==> src/rtl/v86_disp_pkg.sv <==
package v86_disp_pkg;
   // Architectural FLAGS bit positions
   localparam int FL_TF      = 8;
   localparam int FL_IF      = 9;
   localparam int FL_IOPL_LO = 12;
   localparam int FL_NT      = 14;

   // One-hot action bit indices
   localparam int ACT_PM = 0;
   localparam int ACT_GP = 1;
   localparam int ACT_RD = 2;
   localparam int ACT_W  = 3;

   typedef enum logic [1:0] {
      RD_NONE = 2'd0,  // no redirect
      RD_FULL = 2'd1,  // privilege level 3
      RD_VIRT = 2'd2   // privilege level below 3, virtual flags in use
   } redir_kind_e;
endpackage

==> src/rtl/v86_decide.sv <==
module v86_decide
   import v86_disp_pkg::*;
(
   input  logic             vme,
   input  logic [1:0]       iopl,
   input  logic             redir_bit,
   output logic [ACT_W-1:0] act,
   output redir_kind_e      kind
);
   logic lvl3;
   assign lvl3 = &iopl;

   always_comb begin
      act  = '0;
      kind = RD_NONE;
      if (!vme || redir_bit) begin
         act[lvl3 ? ACT_PM : ACT_GP] = 1'b1;
      end else begin
         act[ACT_RD] = 1'b1;
         kind        = lvl3 ? RD_FULL : RD_VIRT;
      end
   end
endmodule

==> src/rtl/v86_frame.sv <==
module v86_frame
   import v86_disp_pkg::*;
#(
   parameter int WORD_W = 16
)(
   input  redir_kind_e        kind,
   input  logic [WORD_W-1:0]  flags_in,
   input  logic               vif_in,
   input  logic [WORD_W-1:0]  cs_in,
   input  logic [WORD_W-1:0]  ip_in,
   input  logic [WORD_W-1:0]  sp_in,
   output logic [WORD_W-1:0]  push_flags,
   output logic [WORD_W-1:0]  push_cs,
   output logic [WORD_W-1:0]  push_ip,
   output logic [WORD_W-1:0]  addr_flags,
   output logic [WORD_W-1:0]  addr_cs,
   output logic [WORD_W-1:0]  addr_ip,
   output logic [WORD_W-1:0]  new_sp,
   output logic [WORD_W-1:0]  new_flags,
   output logic               new_vif
);
   localparam logic [WORD_W-1:0] STEP = WORD_W'(WORD_W / 8);

   logic [WORD_W-1:0] img;

   assign addr_flags = sp_in - STEP;
   assign addr_cs    = addr_flags - STEP;
   assign addr_ip    = addr_cs - STEP;
   assign push_cs    = cs_in;
   assign push_ip    = ip_in;

   always_comb begin
      img       = flags_in;
      new_flags = flags_in;
      new_vif   = vif_in;
      new_sp    = sp_in;
      case (kind)
         RD_FULL: begin
            img[FL_NT]           = 1'b0;
            img[FL_IOPL_LO +: 2] = 2'b00;
            new_flags[FL_IF]     = 1'b0;
            new_flags[FL_TF]     = 1'b0;
            new_sp               = addr_ip;
         end
         RD_VIRT: begin
            img[FL_IOPL_LO +: 2] = 2'b11;
            img[FL_IF]           = vif_in;
            new_flags[FL_TF]     = 1'b0;
            new_vif              = 1'b0;
            new_sp               = addr_ip;
         end
         default: ;
      endcase
      push_flags = (kind == RD_NONE) ? '0 : img;
   end
endmodule

==> src/rtl/v86_ivt_addr.sv <==
module v86_ivt_addr #(
   parameter int VEC_W  = 8,
   parameter int ADDR_W = 20
)(
   input  logic [VEC_W-1:0]  vector,
   output logic [ADDR_W-1:0] off_addr,
   output logic [ADDR_W-1:0] seg_addr
);
   localparam int ENT_W = VEC_W + 2;

   logic [ENT_W-1:0] ent;
   assign ent = {vector, 2'b00};

   generate
      if (ADDR_W == ENT_W) begin : g_exact
         assign off_addr = ent;
         assign seg_addr = ent | ENT_W'(2);
      end else begin : g_wide
         assign off_addr = {{(ADDR_W-ENT_W){1'b0}}, ent};
         assign seg_addr = {{(ADDR_W-ENT_W){1'b0}}, ent | ENT_W'(2)};
      end
   endgenerate
endmodule

==> src/rtl/v86_int_dispatch.sv <==
module v86_int_dispatch
   import v86_disp_pkg::*;
#(
   parameter int VEC_W  = 8,
   parameter int WORD_W = 16,
   parameter int ADDR_W = 20
)(
   input  logic              clk,
   input  logic              rst_n,
   input  logic              req_valid,
   input  logic              vme,
   input  logic              redir_bit,
   input  logic [VEC_W-1:0]  vector,
   input  logic [WORD_W-1:0] flags_in,
   input  logic              vif_in,
   input  logic [WORD_W-1:0] cs_in,
   input  logic [WORD_W-1:0] ip_in,
   input  logic [WORD_W-1:0] sp_in,
   output logic              act_valid,
   output logic [2:0]        act,
   output logic [WORD_W-1:0] push_flags,
   output logic [WORD_W-1:0] push_cs,
   output logic [WORD_W-1:0] push_ip,
   output logic [WORD_W-1:0] addr_flags,
   output logic [WORD_W-1:0] addr_cs,
   output logic [WORD_W-1:0] addr_ip,
   output logic [WORD_W-1:0] new_sp,
   output logic [WORD_W-1:0] new_flags,
   output logic              new_vif,
   output logic [ADDR_W-1:0] ivt_off_addr,
   output logic [ADDR_W-1:0] ivt_seg_addr
);
   localparam logic [WORD_W-1:0] FRAME_SZ = WORD_W'(3 * (WORD_W / 8));

   generate
      if (WORD_W != 16) begin : g_bad_word
         $error("v86_int_dispatch: WORD_W must be 16");
      end
      if (ADDR_W < VEC_W + 2) begin : g_bad_addr
         $error("v86_int_dispatch: ADDR_W too narrow for vector table");
      end
   endgenerate

   logic [ACT_W-1:0]  act_c;
   redir_kind_e       kind_c;
   logic [WORD_W-1:0] pf_c, pc_c, pi_c, af_c, ac_c, ai_c, sp_c, nf_c;
   logic              nv_c;
   logic [ADDR_W-1:0] io_c, is_c;

   v86_decide u_decide (
      .vme       (vme),
      .iopl      (flags_in[FL_IOPL_LO +: 2]),
      .redir_bit (redir_bit),
      .act       (act_c),
      .kind      (kind_c)
   );

   v86_frame #(.WORD_W(WORD_W)) u_frame (
      .kind       (kind_c),
      .flags_in   (flags_in),
      .vif_in     (vif_in),
      .cs_in      (cs_in),
      .ip_in      (ip_in),
      .sp_in      (sp_in),
      .push_flags (pf_c),
      .push_cs    (pc_c),
      .push_ip    (pi_c),
      .addr_flags (af_c),
      .addr_cs    (ac_c),
      .addr_ip    (ai_c),
      .new_sp     (sp_c),
      .new_flags  (nf_c),
      .new_vif    (nv_c)
   );

   v86_ivt_addr #(.VEC_W(VEC_W), .ADDR_W(ADDR_W)) u_ivt (
      .vector   (vector),
      .off_addr (io_c),
      .seg_addr (is_c)
   );

   always_ff @(posedge clk or negedge rst_n) begin
      if (!rst_n) begin
         act_valid <= 1'b0;
         act       <= '0;
      end else begin
         act_valid <= req_valid;
         if (req_valid) act <= act_c;
      end
   end

   always_ff @(posedge clk or negedge rst_n) begin
      if (!rst_n) begin
         push_flags   <= '0;
         push_cs      <= '0;
         push_ip      <= '0;
         addr_flags   <= '0;
         addr_cs      <= '0;
         addr_ip      <= '0;
         new_sp       <= '0;
         new_flags    <= '0;
         new_vif      <= 1'b0;
         ivt_off_addr <= '0;
         ivt_seg_addr <= '0;
      end else if (req_valid) begin
         push_flags   <= pf_c;
         push_cs      <= pc_c;
         push_ip      <= pi_c;
         addr_flags   <= af_c;
         addr_cs      <= ac_c;
         addr_ip      <= ai_c;
         new_sp       <= sp_c;
         new_flags    <= nf_c;
         new_vif      <= nv_c;
         ivt_off_addr <= io_c;
         ivt_seg_addr <= is_c;
      end
   end

   // one action bit per result
   p_onehot_r1: assert property (@(posedge clk) disable iff (!rst_n)
      act_valid |-> $countones(act) == 1);

   // result follows request by one cycle
   p_latency_r1: assert property (@(posedge clk) disable iff (!rst_n)
      req_valid |=> act_valid);

   // extensions off never redirect
   p_novme_r2: assert property (@(posedge clk) disable iff (!rst_n)
      (req_valid && !vme) |=> !act[ACT_RD]);

   // trap flag always cleared on redirect
   p_tf_clear_r5: assert property (@(posedge clk) disable iff (!rst_n)
      (act_valid && act[ACT_RD]) |-> !new_flags[FL_TF]);

   // redirect consumes a three-word frame
   p_frame_sp_r8: assert property (@(posedge clk) disable iff (!rst_n)
      req_valid |=> (!act[ACT_RD] || new_sp == $past(sp_in) - FRAME_SZ));

   // no redirect leaves flags untouched
   p_keep_flags_r10: assert property (@(posedge clk) disable iff (!rst_n)
      req_valid |=> (act[ACT_RD] || new_flags == $past(flags_in)));
endmodule

==> config.mk <==
export PLATFORM = sky130hd
export DESIGN_NAME = v86_int_dispatch
export DESIGN_NICKNAME = d
export VERILOG_FILES = /design/src/rtl/v86_disp_pkg.sv /design/src/rtl/v86_decide.sv /design/src/rtl/v86_frame.sv /design/src/rtl/v86_ivt_addr.sv /design/src/rtl/v86_int_dispatch.sv
export SDC_FILE = /design/constraint.sdc
export NUM_CORES = 1
export LEC_CHECK = 0
export CAP_MARGIN = 25
export CORE_MARGIN = 2
export CORE_UTILIZATION = 48
export DETAILED_ROUTE_END_ITERATION = 16
export PLACE_DENSITY = 0.9
export SLEW_MARGIN = 5
export SYNTH_ARGS = -nofsm -noshare
export SYNTH_HDL_FRONTEND = slang
export SYNTH_SLANG_ARGS = --single-unit
==> constraint.sdc <==
create_clock -name clk -period 2.3 [get_ports clk]
set_clock_uncertainty 0.15 [all_clocks]
set_input_delay 0.46 -clock clk [delete_from_list [all_inputs] [get_ports clk]]
set_output_delay 0.46 -clock clk [all_outputs]
set_load 0.02 [all_outputs]
[Word-level counts from Yosys, hierarchy flattened]
Index checks and enable logic that the tools add are counted.
Operators by class
  add/sub/neg operators: 3
  magnitude comparators: 2
  equality and inequality tests: 2
  mux-type cells: 15
  reductions and logical operators: 6
Operators with widths (count)
  $sub 16x2->16 const B: 3
  $ge 32x1->1 const B: 1
  $lt 32x4->1 const B: 1
  $mux 16: 2
  $mux 1: 8
  $mux 2: 3
  $pmux 2 s2: 1
  $demux 1 s2: 1
  $eq 2x1->1 const B: 1
  $eq 2x2->1 const B: 1
  $logic_not 2->1: 1
  $reduce_and 2->1: 1
  $reduce_or 2->1: 1
  $logic_and 1x1->1: 1
  $logic_not 1->1: 1
  $logic_or 1x1->1: 1
Word-level totals
  register bits after elaboration: 150
  input port bits: 78
  output and inout port bits: 173
  logic and storage cells: 41

[Longest topological paths before layout]
Gate-level depths: netlist (run 1).
  word-level depth: 7
  gate-level depth with buffers: 14
  gate-level depth less buffers: 11

[Cells and area by module]
From an unflattened synthesis (run 1), not the netlist that was laid out.
Unflattened totals
  cells, all modules: 670
  area total of the unflattened synthesis: 9032.4 µm²
By module, submodules not included
  v86_int_dispatch: instances 1, cells an instance 364, area each 6723.9 µm², seq. area each 4329.2 µm²
  v86_frame: instances 1, cells an instance 258, area each 1960.6 µm², seq. area each 0.0 µm²
  v86_ivt_addr: instances 1, cells an instance 42, area each 307.8 µm², seq. area each 0.0 µm²
  v86_decide: instances 1, cells an instance 6, area each 40.0 µm², seq. area each 0.0 µm²

[Worst setup path before layout (run 1)]
Ideal clock, no wire load.
  path type: input port to flip-flop
  start point: input sp_in[1]
  end point: register addr_ip[15]
  setup time: 125 ps
  arrival: 3345 ps
  required time: 2025 ps
  setup slack: -1320 ps
  stages on the path: 13
  path buffers: 2
  cells stage by stage: clkbuf_1 -> inv_1 -> ha_1 -> buf_2 -> nor4b_2 -> nand3_1 -> xor2_1 -> nor4b_1 -> o21ai_1 -> a2111oi_4 -> nand2_1 -> xor2_1 -> mux2_2
Between the ends
  longest elaborated chain between the ends: 3
RTL lines
  from (decl): line v86_int_dispatch.sv:18  | input logic [WORD_W-1:0] sp_in,
  $sub 16x2->16: line v86_frame.sv:26  | assign addr_flags = sp_in - STEP;
  net af_c[1]: line v86_int_dispatch.sv:46  | logic [WORD_W-1:0] pf_c, pc_c, pi_c, af_c, ac_c, ai_c, sp_c, nf_c;
  $sub 16x2->16: line v86_frame.sv:27  | assign addr_cs = addr_flags - STEP;
  $sub 16x2->16: line v86_frame.sv:28  | assign addr_ip = addr_cs - STEP;
  to (signal assigned): line v86_int_dispatch.sv:111  | addr_ip <= ai_c;
  to (decl): line v86_int_dispatch.sv:26  | output logic [WORD_W-1:0] addr_ip,
The timed path passes the listed nets, and every way through them passes these cells.
A chain may end at the register's enable or synchronous reset.

[Worst setup path after layout (run 1)]
  start point: input sp_in[2]
  end point: register addr_ip[15]
Between the ends
  longest elaborated chain between the ends: 3
RTL lines (line)
  $sub 16x2->16: v86_frame.sv:26
  $sub 16x2->16: v86_frame.sv:27
  $sub 16x2->16: v86_frame.sv:28
Every way passes these cells.

==> impl_metrics.env, run 1 <==
export IMPL_antenna_found_initial=0
export IMPL_wirelength_mm=21.7
export IMPL_final_cells=1144
export IMPL_cts_tree="built"
export IMPL_irDropWorstVdd_mv=0.540
export IMPL_numPlacedInstances=1091
export IMPL_relSlewSlack_pct=48.9
export IMPL_htree_num_levels=4
export IMPL_switchingPower_mw=2.23
export IMPL_criticalPathCategory="in -> reg"
export IMPL_post_place_ws_ns=-1.42
export IMPL_die_height_um=122
export IMPL_grt_max_degree=56
export IMPL_grt_usage_pct=28.4
export IMPL_clockBufferDepth=2
export IMPL_combinationalPowerShare_pct=26.7
export IMPL_gr_total_overflow=0
export IMPL_clock_sinks=138
export IMPL_diodes=0
export IMPL_wl_per_cell_um=18.9
export IMPL_async_reset_ff_share_pct=100
export IMPL_fin_tns_setup_ns=-10.46
export IMPL_drv_cap=0
export IMPL_clkSlewWorstSetupHoldPaths_ns=0.06
export IMPL_synth_cell_types=53
export IMPL_critical_path_slowest_cell="nor4b_4"
export IMPL_timing_fmax_mhz=336
export IMPL_status="complete, but fails checks"
export IMPL_finalSetupViolCount=29
export IMPL_hp_class="reg -> reg"
export IMPL_start_util_pct=48.7
export IMPL_hold_viol_final=0
export IMPL_fin_area_um2=10900
export IMPL_die_width_um=122
export IMPL_num_io_pins=251
export IMPL_ys_flop_type="dfrtp_1"
export IMPL_p_int_mw=5.22
export IMPL_post_route_period_util_pct=129
export IMPL_drv_slew=0
export IMPL_synth_area_top_cells="dfrtp_1 (52%), mux2_2 (10%), buf_4 (3.9%)"
export IMPL_synth_warnings=0
export IMPL_ys_seq_elements=138
export IMPL_dpl_hpwl_mm=14.7
export IMPL_period_minus_slack_ns=2.98
export IMPL_num_rows=43
export IMPL_die_area_um2=14900
export IMPL_numCtsBuffers=17
export IMPL_clkLatencyLatePin_ns=0.42
export IMPL_synth_common_cells="dfrtp_1 (138), nor2_1 (63), mux2_2 (62)"
export IMPL_drtIter0Drc=460
export IMPL_layout_drive_gt1_share_pct=29.3
export IMPL_pwr_density_cell_nw_per_um2=685
export IMPL_fill_cells=837
export IMPL_grt_pass1_wl_mm=32.4
export IMPL_p_clk_share_pct=35.4
export IMPL_drcViolationCount=0
export IMPL_cp_required_ns=2.45
export IMPL_cp_cell_sequence="buf_8 -> inv_4 -> ha_4 -> buf_4 -> nor4b_4 -> nand2_1 -> xor2_1 -> a21boi_0 -> a2bb2oi_2 -> buf_4 -> a2111oi_4 -> nand2_1 -> xor2_1 -> mux2_2"
export IMPL_yosys_area_top_type="dfrtp_1"
export IMPL_vias=6133
export IMPL_critPathMaxFanout=16
export IMPL_worst_slew_pin_slew_ns=0.761
export IMPL_fin_ws_ns=-0.677
export IMPL_place_area_um2=9820
export IMPL_endpoint_kind="flop"
export IMPL_start_kind="input pin"
export IMPL_synthToLayoutAreaGrowth_pct=62.1
export IMPL_synth_seq_area_share_pct=51.5
export IMPL_antenna_left=0
export IMPL_syn_cell_area_um2=6700
export IMPL_whs_ns=0.328
export IMPL_crit_family="simple AND/OR/NAND/NOR gates"
export IMPL_synth_cells=638
export IMPL_seqPwrFrac_pct=37.9
export IMPL_leakagePower_nw=4.61
export IMPL_core_um2=13800
export IMPL_syn_area_per_cell_um2=10.5
export IMPL_grt_pass1_vias=6247
export IMPL_first_pass_iters=5
export IMPL_portBuffers=227
export IMPL_max_stage_delay_ns=0.41
export IMPL_violations="setup timing"
export IMPL_synth_top_area_share_pct=51.5
export IMPL_yosysMostFrequentCell="dfrtp_1"
export IMPL_fin_nets=1032
export IMPL_root_buffer="clkbuf_16"
export IMPL_via_per_inst=5.36
export IMPL_p_sw_share_pct=29.9
export IMPL_globalplace_congestion=0.849
export IMPL_synth_edf_count=0
export IMPL_worstPathArrival_ns=3.13
export IMPL_cp_num_buf_inv=4
export IMPL_rsz0062_at_grt="yes"
-- state kept, by name, summed over array words and instances (netlist names) --
signal        flops
act               3
ivt_seg_addr      9
act_valid         1
addr_cs          15
push_flags       16
push_ip          16
addr_ip          14
addr_flags       16
push_cs          16
new_flags        16
new_sp           15
new_vif           1
-- kinds of logic (layout without fill, tap and decap cells) --
kind of cell,count (synthesis),count (layout),synth area share [%]
compound gates,120,120,11.7
other cells,1,23,0.0559
fa+ha+maj,3,3,0.560
simple gates,169,169,12.2
mux,65,65,10.9
flops,138,138,51.5
xor+xnor,43,43,5.62
buf+inv,99,403,7.52
-- metrics by stage --
| step | total power, mW | util [%] |
|---|---|---|
| after floorplan | 3.75 | - |
| after global placement | 4.66 | 71.3 |
| after detailed placement | 4.72 | 71.3 |
| after CTS | 7.44 | 77.8 |
| after global routing | 7.73 | 78.9 |
| final | 7.45 | 78.9 |
-- cell type report --
class	instances	area [um^2]	share of cell area (%)
well taps	180	225	2.07
clock inverters	12	115	1.06
flip-flops and latches	138	3450	31.8
multi-input cells	423	3240	29.8
clock buffers	20	457	4.20
repair buffers	348	3270	30.1
inverters	23	101	0.933
-- per-layer routing --
layer	global-route usage (%)	wire length [um]	vias to the layer above
met2	49.5	11500	273
li1	-	-	2765
met3	7.96	1490	57
met4	11.4	643	0
met5	0	0	-
met1	33.0	8060	3038
-- what timing repair did --
| action | CTS | global route |
|---|---|---|
| hold buffers | 1 | 0 |
| buffers inserted | 15 | 5 |
| setup endpoints to repair | 39 | 34 |
| gates resized for setup | 59 | 26 |
| endpoints found under the hold margin | 49 | 0 |
| pin swaps | 17 | 16 |
-- placed cells by master, fill, tap and decap left out, drive strengths merged, types with 4 or more instances in the layout --
cell type,n
clkdlybuf4s50,217
or3,4
mux2,62
clkinv,6
nor4b,5
clkbuf,21
conb,23
nor2,64
a21o,4
nand2,42
o211ai,5
nand4,5
a21oi,34
nand3,11
buf,126
a31oi,7
or2,4
inv,26
nor2b,5
xnor2,30
dfrtp,138
nor3,10
o2bb2ai,17
o21ai,40
xor2,13
-- path summary, 6_finish.rpt --
path	to	cells past startpoint	startpoint	slack [ns]
setup / recovery	addr_ip[15]	14	sp_in[2]	-0.68
hold / removal	ivt_seg_addr[1]	1	ivt_seg_addr[1]	0.33
setup reg to reg	addr_ip[14]	1	addr_ip[14]	1.30
hold reg to reg	ivt_seg_addr[1]	1	ivt_seg_addr[1]	0.33
max in group asynchronous	ivt_seg_addr[1]	3	rst_n	0.95
min in group asynchronous	push_ip[0]	2	rst_n	0.45
-- power groups by stage --
stage               combinational [mW]  sequential [mW]  clock [mW]
floorplan                        0.608             3.14           0
global placement                  1.82             2.84           0
detailed placement                1.86             2.86           0
CTS                               1.95             2.82        2.67
global route                      2.10             2.85        2.78
finish                            1.99             2.82        2.64
Power figures use the tool's default switching activity.
==> run 2, diff against run 1 <==
CAP_MARGIN = 30   (was 25)
CORE_UTILIZATION = 50   (was 48)
CTS_BUF_LIST = sky130_fd_sc_hd__clkbuf_8   (was unset)
PLACE_DENSITY = 0.93   (was 0.9)
==> run 2 against run 1 <==
- the flow still finishes with violations (setup timing)
- sequential power about the same
- critical path type unchanged
- register-to-register slack hardly changed
- count of clock-buffer cells in the layout decreased by 1
==> impl_metrics.env, run 2 (same netlist as run 1, synthesis figures left out) <==
export IMPL_status="complete, but fails checks"
export IMPL_violations="setup timing"
export IMPL_worst_slew_pin_slew_ns=0.521
export IMPL_endpoint_kind="flop"
export IMPL_dpl_hpwl_mm=14.5
export IMPL_grt_pass1_wl_mm=33.9
export IMPL_pwr_density_cell_nw_per_um2=641
export IMPL_crit_family="compound AO/OA/AOI/OAI gates"
export IMPL_fill_cells=795
export IMPL_wl_per_cell_um=18.9
export IMPL_power_total_mw=6.75
export IMPL_cts_tree="built"
export IMPL_final_cells=1131
export IMPL_rsz0062_at_grt="yes"
export IMPL_diodes=0
export IMPL_fin_nets=1023
export IMPL_vias=6064
export IMPL_cp_cell_sequence="clkdlybuf4s15_2 -> buf_6 -> or3_4 -> o21ai_0 -> o211ai_1 -> xnor2_1 -> a2bb2oi_2 -> or2_4 -> a2111oi_4 -> nor2_1 -> a221o_1"
export IMPL_seqCellArea_um2=3450
export IMPL_finalSetupViolCount=23
export IMPL_grt_max_degree=92
export IMPL_antenna_found_initial=0
export IMPL_mostFrequentLayoutCell="clkdlybuf4s50_1"
export IMPL_clkLatencyLatePin_ns=0.43
export IMPL_timing_fmax_mhz=335
export IMPL_die_width_um=120
export IMPL_first_pass_iters=5
export IMPL_via_per_inst=5.36
export IMPL_htree_num_levels=4
export IMPL_die_area_um2=14300
export IMPL_post_route_period_util_pct=130
export IMPL_antenna_left=0
export IMPL_criticalPathCategory="in -> reg"
export IMPL_drv_slew=0
export IMPL_fin_ws_ns=-0.689
export IMPL_post_place_ws_ns=-1.42
export IMPL_layout_drive_gt1_share_pct=28.5
export IMPL_period_minus_slack_ns=2.99
export IMPL_gr_total_overflow=0
export IMPL_grt_pass1_vias=6446
export IMPL_critical_path_slowest_cell="or3_4"
export IMPL_core_um2=13200
export IMPL_multi_input_area_um2=3180
export IMPL_clock_sinks=138
export IMPL_drtIter0Drc=460
export IMPL_irDropWorstVdd_mv=0.424
export IMPL_portBuffers=227
export IMPL_root_buffer="clkbuf_8"
export IMPL_clockBufferDepth=2
export IMPL_cp_required_ns=2.48
export IMPL_cp_num_buf_inv=2
export IMPL_critPathMaxFanout=5
export IMPL_drv_cap=0
export IMPL_fin_tns_setup_ns=-8.82
export IMPL_max_stage_delay_ns=0.42
export IMPL_numCtsBuffers=17
export IMPL_grt_usage_pct=30.4
export IMPL_start_kind="input pin"
export IMPL_start_util_pct=50.8
export IMPL_wirelength_mm=21.3
export IMPL_leakagePower_nw=4.47
export IMPL_num_rows=42
export IMPL_globalplace_congestion=0.854
export IMPL_numPlacedInstances=1079
export IMPL_num_io_pins=251
export IMPL_hp_class="in -> reg"
export IMPL_die_height_um=120
export IMPL_hold_viol_final=0
export IMPL_relSlewSlack_pct=65.2
export IMPL_clkSlewWorstSetupHoldPaths_ns=0.08
export IMPL_layout_common_cells="clkdlybuf4s50_1 (214), dfrtp_1 (138), buf_4 (104)"
export IMPL_drcViolationCount=0
export IMPL_worstPathArrival_ns=3.16
export IMPL_synthToLayoutAreaGrowth_pct=57.1
-- run 2: cell count changes in the layout (fill, tap and decap cells not counted), sizes merged, moves of 2 or more --
| cell | previous run | this run |
|---|---|---|
| buf | 126 | 117 |
| clkdlybuf4s50 | 217 | 214 |
| dlygate4sd2 | 3 | 6 |
| inv | 26 | 29 |
| clkbuf | 21 | 19 |
| clkinv | 6 | 4 |
-- run 2: per-layer routing --
metal  track usage [%]  part of all wire (%)  vias up
met5                 0                     0        -
met4              12.8                   3.7        0
met3              6.56                   5.9       67
met2              53.4                    52      263
met1              36.2                    38     2993
li1                  -                     -     2741
-- run 2: final timing paths --
path,startpoint,to,slack [ns],cells after the start
max in group asynchronous,rst_n,addr_cs[13],0.98,3
min in group asynchronous,rst_n,push_ip[1],0.37,2
max,sp_in[4],addr_ip[14],-0.69,11
max reg2reg,addr_ip[14],addr_ip[14],1.29,1
min reg2reg,ivt_seg_addr[1],ivt_seg_addr[1],0.33,1
min,sp_in[2],new_sp[2],0.31,4
-- run 2: per-stage QoR --
step	instance area (um^2)	hold slack, ns	util (%)
detailed placement	9760	0.286	74.0
global placement	9760	0.277	74.0
CTS	10500	0.295	79.4
global route	10500	0.316	79.8
finish	10500	0.312	79.8
floorplan	6970	0.0144	-
-- run 2: cell type report --
type	instances	share of cell area, %
clock buffer	19	2.48
clock inverter	13	1.32
inverter	23	0.915
multi-input combinational	423	30.2
sequential	138	32.8
tap	176	2.09
timing repair buffer	339	30.2
-- run 2: where the power goes --
group / internal (mW) / switching, mW / total [mW]
Combinational: 0.944 / 0.974 / 1.92
Sequential: 2.67 / 0.153 / 2.82
Clock: 1.03 / 0.980 / 2.01
Total: 4.64 / 2.11 / 6.75
-- run 2: tightest hold or removal path, cell delays in order --
cell     delay (ns)
buf_8          0.10
buf_4          0.16
nand2_1        0.06
a31oi_1        0.08
-- run 2: repair_timing --
action	4_1_cts	5_1_grt
hold buffers	1	0
buffers inserted	21	1
setup endpoints to repair	38	28
pin swaps	28	6
resized for setup	66	10
endpoints found under the hold margin	45	0
